$ cat src/rtl/lqd_pkg.sv
package lqd_pkg;
  // Selects which confirmations must hold before inactivity is declared.
  typedef struct packed {
    logic all_low;
    logic idle_match;
  } qual_mode_t;
endpackage

$ cat src/rtl/lqd_sync.sv
module lqd_sync #(
  parameter int WIDTH  = 4,
  parameter int STAGES = 2
) (
  input  logic             clk,
  input  logic             rst,
  input  logic [WIDTH-1:0] async_in,
  output logic [WIDTH-1:0] sync_out
);
  logic [WIDTH-1:0] stage_q [STAGES];

  generate
    for (genvar s = 0; s < STAGES; s++) begin : g_stage
      if (s == 0) begin : g_first
        always_ff @(posedge clk) begin
          if (rst) stage_q[0] <= '0;
          else     stage_q[0] <= async_in;
        end
      end else begin : g_next
        always_ff @(posedge clk) begin
          if (rst) stage_q[s] <= '0;
          else     stage_q[s] <= stage_q[s-1];
        end
      end
    end
  endgenerate

  assign sync_out = stage_q[STAGES-1];
endmodule

$ cat src/rtl/lqd_timer.sv
module lqd_timer #(
  parameter int WIDTH = 4,
  parameter int CNT_W = 16
) (
  input  logic             clk,
  input  logic             rst,
  input  logic [WIDTH-1:0] sync_in,
  input  logic [CNT_W-1:0] limit,
  output logic             edge_seen,
  output logic             expired,
  output logic [CNT_W-1:0] elapsed
);
  logic [WIDTH-1:0] last_q;
  logic [CNT_W-1:0] cnt_q;

  assign edge_seen = |(sync_in ^ last_q);
  assign expired   = (cnt_q >= limit);
  assign elapsed   = cnt_q;

  always_ff @(posedge clk) begin
    if (rst) begin
      last_q <= '0;
      cnt_q  <= '0;
    end else begin
      last_q <= sync_in;
      if (edge_seen)
        cnt_q <= '0;
      else if (cnt_q < limit)
        cnt_q <= cnt_q + 1'b1;
    end
  end
endmodule

$ cat src/rtl/lqd_flag.sv
module lqd_flag
  import lqd_pkg::*;
#(
  parameter int WIDTH = 4
) (
  input  logic             clk,
  input  logic             rst,
  input  logic [WIDTH-1:0] sync_in,
  input  logic             edge_seen,
  input  logic             expired,
  input  qual_mode_t       mode,
  input  logic [WIDTH-1:0] idle_word,
  output logic             quiet,
  output logic             wake
);
  logic low_ok;
  logic word_ok;
  logic qualified;

  assign low_ok    = !mode.all_low    || (sync_in == '0);
  assign word_ok   = !mode.idle_match || (sync_in == idle_word);
  assign qualified = low_ok && word_ok;

  always_ff @(posedge clk) begin
    if (rst) begin
      quiet <= 1'b0;
      wake  <= 1'b0;
    end else begin
      quiet <= !edge_seen && expired && qualified;
      wake  <= edge_seen && quiet;
    end
  end
endmodule

$ cat src/rtl/line_quiet_detect.sv
module line_quiet_detect
  import lqd_pkg::*;
#(
  parameter int N_LINES     = 4,
  parameter int CNT_W       = 16,
  parameter int SYNC_STAGES = 2
) (
  input  logic               clk,
  input  logic               rst,
  input  logic [N_LINES-1:0] lines_in,
  input  logic [CNT_W-1:0]   timeout,
  input  logic               need_all_low,
  input  logic               need_idle_word,
  input  logic [N_LINES-1:0] idle_word,
  output logic               quiet,
  output logic               wake
);
  logic [N_LINES-1:0] sync_lines;
  logic               line_edge;
  logic               run_out;
  logic [CNT_W-1:0]   elapsed;
  qual_mode_t         mode;

  assign mode.all_low    = need_all_low;
  assign mode.idle_match = need_idle_word;

  lqd_sync #(.WIDTH(N_LINES), .STAGES(SYNC_STAGES)) u_sync (
    .clk(clk), .rst(rst), .async_in(lines_in), .sync_out(sync_lines)
  );

  lqd_timer #(.WIDTH(N_LINES), .CNT_W(CNT_W)) u_timer (
    .clk(clk), .rst(rst), .sync_in(sync_lines), .limit(timeout),
    .edge_seen(line_edge), .expired(run_out), .elapsed(elapsed)
  );

  lqd_flag #(.WIDTH(N_LINES)) u_flag (
    .clk(clk), .rst(rst), .sync_in(sync_lines), .edge_seen(line_edge),
    .expired(run_out), .mode(mode), .idle_word(idle_word),
    .quiet(quiet), .wake(wake)
  );
endmodule

$ cat config.mk
export PLATFORM = sky130hd
export DESIGN_NAME = line_quiet_detect
export DESIGN_NICKNAME = d
export VERILOG_FILES = /design/src/rtl/lqd_pkg.sv /design/src/rtl/lqd_sync.sv /design/src/rtl/lqd_timer.sv /design/src/rtl/lqd_flag.sv /design/src/rtl/line_quiet_detect.sv
export SDC_FILE = /design/constraint.sdc
export NUM_CORES = 1
export LEC_CHECK = 0
export ABC_AREA = 1
export BUFFER_PORTS_ARGS = -buffer_cell sky130_fd_sc_hd__buf_2
export CORE_ASPECT_RATIO = 1.75
export CORE_MARGIN = 5
export CORE_UTILIZATION = 57
export CTS_CLUSTER_SIZE = 10
export DETAILED_ROUTE_END_ITERATION = 8
export HOLD_SLACK_MARGIN = 0.02
export PLACE_DENSITY = 0.89
export SYNTH_ARGS = -nofsm -noshare
export SYNTH_HDL_FRONTEND = slang
export SYNTH_SLANG_ARGS = --single-unit
$ cat constraint.sdc
create_clock -name clk -period 2.45 [get_ports clk]
set_clock_uncertainty 0.2 [all_clocks]
set_input_delay 0.1225 -clock clk [delete_from_list [all_inputs] [get_ports clk]]
set_output_delay 0.1225 -clock clk [all_outputs]
set_load 0.1 [all_outputs]
## Word-level counts from Yosys, hierarchy flattened

Memories as Yosys holds them, arrays and structs flattened.
Cells that the tools add are included.

- Word-level logic and storage cells: 29
- Input port bits: 28
- Memories kept: 1
- Flip-flop bits (word level): 22
- RAM bits: 8

Memory list:

| name | depth | bits a word | read ports | clocked after memory_dff | write ports | RTL line | source |
|---|---|---|---|---|---|---|---|
| u_sync.stage_q | 2 | 4 | 2 | 0 | 2 | lqd_sync.sv:10 | `logic [WIDTH-1:0] stage_q [STAGES];` |

- Order comparisons: 2
- $add $sub $neg: 1
- Eq/ne operators: 1
- Reductions and logical operators: 12
- Mux-type cells: 5
- Bitwise operators: 3

Operators with widths:

| kind | number |
|---|---|
| 16-bit by 1-bit adder with 16-bit output, second input constant | 1 |
| 16-bit greater-or-equal comparator | 1 |
| 16-bit < comparator | 1 |
| 4-bit two-way mux | 2 |
| 5-bit OR reduction | 1 |
| 4-bit equality test | 1 |
| 1-bit logical AND | 4 |
| 4-bit logical NOT | 1 |
| 4-bit OR reduction | 1 |
| 4-bit bitwise XOR | 1 |
| 1-bit logical NOT | 3 |
| 1-bit two-way mux | 3 |
| 1-bit logical OR | 2 |
| 1-bit bitwise OR | 2 |

## Depth between registers and ports, before layout

- Depth after elaboration: 5
- Depth in mapped cells: 14
- Gate-level depth less buffers: 13

## Cells and area by module

Synthesis repeated with hierarchy kept, for this count alone.

- Cell total of the unflattened synthesis: 293
- Area, all modules: 1884.3 µm²

Modules (own cells, without submodules):

| module | area an instance (µm²) | times used | cells each |
|---|---|---|---|
| lqd_timer | 1486.4 | 1 | 235 |
| lqd_sync | 231.5 | 1 | 25 |
| lqd_flag | 166.4 | 1 | 33 |

## Least setup slack after synthesis

Ideal clock, no wire load.

- Path kind: register -> register
- Start: register u_timer.cnt_q[2], in the netlist u_timer.elapsed[2]
- End: register u_timer.cnt_q[0], in the netlist u_timer.elapsed[0]
- Data arrival time: 1.533 ns
- Path slack: 0.651 ns
- Buffers on the path: 1
- Stages on the path, launching flop included: 12
- Data required time: 2.184 ns
- Cells stage by stage: dfxtp_1 ha_1 nand2_1 inv_1 nand2_1 nand2_1 nand2_1 nand2_1 nand2_4 buf_2 nand3_1 a21oi_2

- Word-level cells in the longest chain between the ends: 1

Ends and longest elaborated chain:

| element | RTL line | source |
|---|---|---|
| from (decl) | lqd_timer.sv:14 | `logic [CNT_W-1:0] cnt_q;` |
| from (signal assigned) | lqd_timer.sv:29 | `cnt_q <= cnt_q + 1'b1;` |
| 16-bit < comparator | lqd_timer.sv:28 | `else if (cnt_q < limit)` |

Every way passes these cells.
A chain may end at the register's enable or synchronous reset.

## Worst setup path after layout

- Start: register u_timer.cnt_q[2], in the netlist u_timer.elapsed[2]
- End: register u_timer.cnt_q[9], in the netlist u_timer.elapsed[9]

- Word-level cells in the longest chain between the ends: 1
- Elaborated cells on any way between the ends: 2

Ends and longest elaborated chain:

| element | RTL line |
|---|---|
| 16-bit by 1-bit adder with 16-bit output or 16-bit < comparator (tied branches) | lqd_timer.sv:29, lqd_timer.sv:28 |

Several ways; a longest one is shown, not always the timed one.

==> results.toml <==
[outcome]
outcome = "complete, no violations"

[hold_path]
hold_end = "u_sync.stage_q[1][1]"
hold_depth = 2
hold_start = "u_sync.stage_q[0][1]"
hp-class = "reg2reg"

[drt]
first_pass_iters = 4
num_vias = 1950
wire_per_inst_um = 12.9
dr.first_iter.drc_count = 61
totalWireLength_um = 4760
via_per_inst = 5.28
drc = 0
ant_nets = 0

[clock_network]
path_clk_slew_ps = 70
clkSinkCount = 30
cts_buffer_depth = 2
worstSkewPairLatency_ps = 290
cts_tree = "done"
cts_buffers = 5
htreeDepth = 2
postCtsSetupBuffers = 0
cts_root_buffer = "clkbuf_8"
cts_hold_buf = 11
cts_resized = 0

[critical_path]
cpPeakStageDelay_ps = 540
worstPathCellList = "ha_1 > nand2_1 > inv_1 > nand2_1 > nand2_1 > nand2_1 > nand2_1 > nand2_4 > nand2_4 > nand2_1 > a21oi_1"
cp.buffers_inverters = 1
cp_max_fo = 18
critPathKind = "reg2reg"
r2r-end = "u_timer.elapsed[9]"
worstSetupEndpointType = "register"
worst_path_max_delay_cell = "dfxtp_1"
worstSetupStartpointType = "register"
worstRegToRegCells = 11
arrival_ps = 2060
required_ps = 2390
timing.rr.start = "u_timer.elapsed[2]"
critPathMostFrequentCell = "nand2_1"
r2r_slack_ps = 330
path_delay_family = "simple AND/OR/NAND/NOR gates"

[synth]
synth_area_leaders = "dfxtp_1 30%, ha_1 10%, nand2_1 9.2%"
synth_nets = 324
synth_cells = 279
ys_warn_count = 0
yosysTopAreaCell = "dfxtp_1"
syn_area_per_cell_um2 = 7.27
syn_area_um2 = 2030
ys_seq_area_share_pct = 29.6
synth-seq-cells = 30
synth_top_area_share_pct = 29.6
synth_cell_types = 28

[layout]
layout-drive-gt1-share_pct = 23.1
areaGrowthSynthToFinish_pct = 18.4
final_nets = 368
diodes = 0
fin_util_pct = 70.7
fillers = 300

[power]
p_total_mw = 1.05
p_per_area_nw_per_um2 = 439
vdd.ir_drop.worst_mv = 0.507
p_leak_nw = 1.13

[floorplanning]
dieArea_um2 = 4900
die_y_um = 88.9
pin_count = 30
num_rows = 28
core-area_um2 = 3400
die_w_um = 55.1
initial_core_util_pct = 59.7

[sta]
setup_tns_ps = 0
hold-worst-slack_ps = 206
maxSlewViolCount = 0
tightest_slew_ps = 698
fmax_ghz = 0.472
setup_viol = 0
slew_headroom_pct = 53.4
rsz0062_at_grt = "false"
period_needed_ps = 2120
final-hold-violation-count = 0
period_share_pct = 86.6

[placement]
place.gp.congestion = 0.929
port_buffers = 29
hpwl_um = 3270

[global_routing]
overflow = 0
grt_pass1_vias = 1860
grt_max_degree = 19
grt_pass1_wl_um = 7870
grt_antenna_before_repair = 0
grt_usage_pct = 22.2

[job]
cap_violations = 0
[synthesized netlist by cell type]
cell type  instances
nor3_1             1
nor2_2             3
a21oi_4            1
a21oi_2           11
a21o_1             1
nor4_1             1
o21ai_1            1
clkbuf_1           1
nand2_2           15
buf_12             1
nand3_1           28
nand2_4            2
buf_6              1
nor3_4             1
buf_2              1
inv_1             43
o21ai_0            2
a21oi_1           11
xor2_1             9
nor2_1            31
buf_4              1
nand4_1            7
nand2_1           50
nor2_4             2
xnor2_1            6
nand4_2            1
dfxtp_1           30
ha_1              17
[worst max-delay path by stage]
stage                                  start                  end  slack [ps]  cells past startpoint
after floorplan           u_timer.elapsed[2]   u_timer.elapsed[0]         650                     11
after global placement    u_timer.elapsed[2]   u_timer.elapsed[9]         430                     11
after detailed placement  u_timer.elapsed[2]  u_timer.elapsed[12]         390                     11
after CTS                 u_timer.elapsed[2]   u_timer.elapsed[9]         360                     11
after global routing      u_timer.elapsed[0]   u_timer.elapsed[8]         210                     13
final                     u_timer.elapsed[2]   u_timer.elapsed[9]         330                     11
[flip-flops by register name (all words and copies together) (netlist names)]
register / cells
u_timer.elapsed: 16
u_flag.quiet: 1
u_sync.stage_q: 8
u_timer.last_q: 4
u_flag.wake: 1
[cell usage in the layout (no fill, tap or decap), types with 3 or more instances in the layout]
cell           Yosys  routed
xor2_1             9       9
nor2_2             3       3
dlygate4sd3_1      0      11
nand3_1           28      28
nand4_1            7       7
a21oi_1           11      11
xnor2_1            6       6
dfxtp_1           30      30
clkbuf_8           0       6
inv_1             43      43
nand2_1           50      50
nor2_1            31      31
nand2_2           15      15
buf_2              1      29
ha_1              17      17
a21oi_2           11      11
[per-stage QoR]
step	instances	setup slack (ps)	area, µm²
global route	369	208	2400
finish	369	329	2400
CTS	369	361	2400
floorplan	279	651	2030
detailed placement	350	385	2200
global placement	350	429	2200
[power by group]
part | switching, mW | total [mW] | internal, mW
clock network | 0.202 | 0.427 | 0.225
registers | 0.00997 | 0.508 | 0.499
logic | 0.0633 | 0.119 | 0.0552
[cell families after synthesis]
group,share of synthesized area (%)
flops,29.6
simple gates,33.8
buf+inv,10.3
compound gates,9.37
xor+xnor,6.47
fa+ha+maj,10.5
[tightest hold or removal path: stages (launching register included)]
cell,delay [ps]
dfxtp_1,300
inv_1,40
nor2_1,30
[per-layer routing]
metal  part of all wire [%]  GRT usage, %  vias up
li1                       -             -      977
met1                     36          22.0      883
met2                     54          39.9       66
met3                    5.1          4.01       24
met4                    5.1          14.6        0
met5                      0             0        -
[final cells by class]
cell class                      count  area, µm²  share of cell area (%)
Timing Repair Buffer               42        270                    11.2
Inverter                           43        161                    6.72
Clock buffer                        6       82.6                    3.44
Clock inverter                      2       12.5                   0.521
Sequential cell                    30        601                    25.0
Tap cell                           45       56.3                    2.34
Multi-Input combinational cell    201       1220                    50.8
Power figures use the tool's default switching activity.
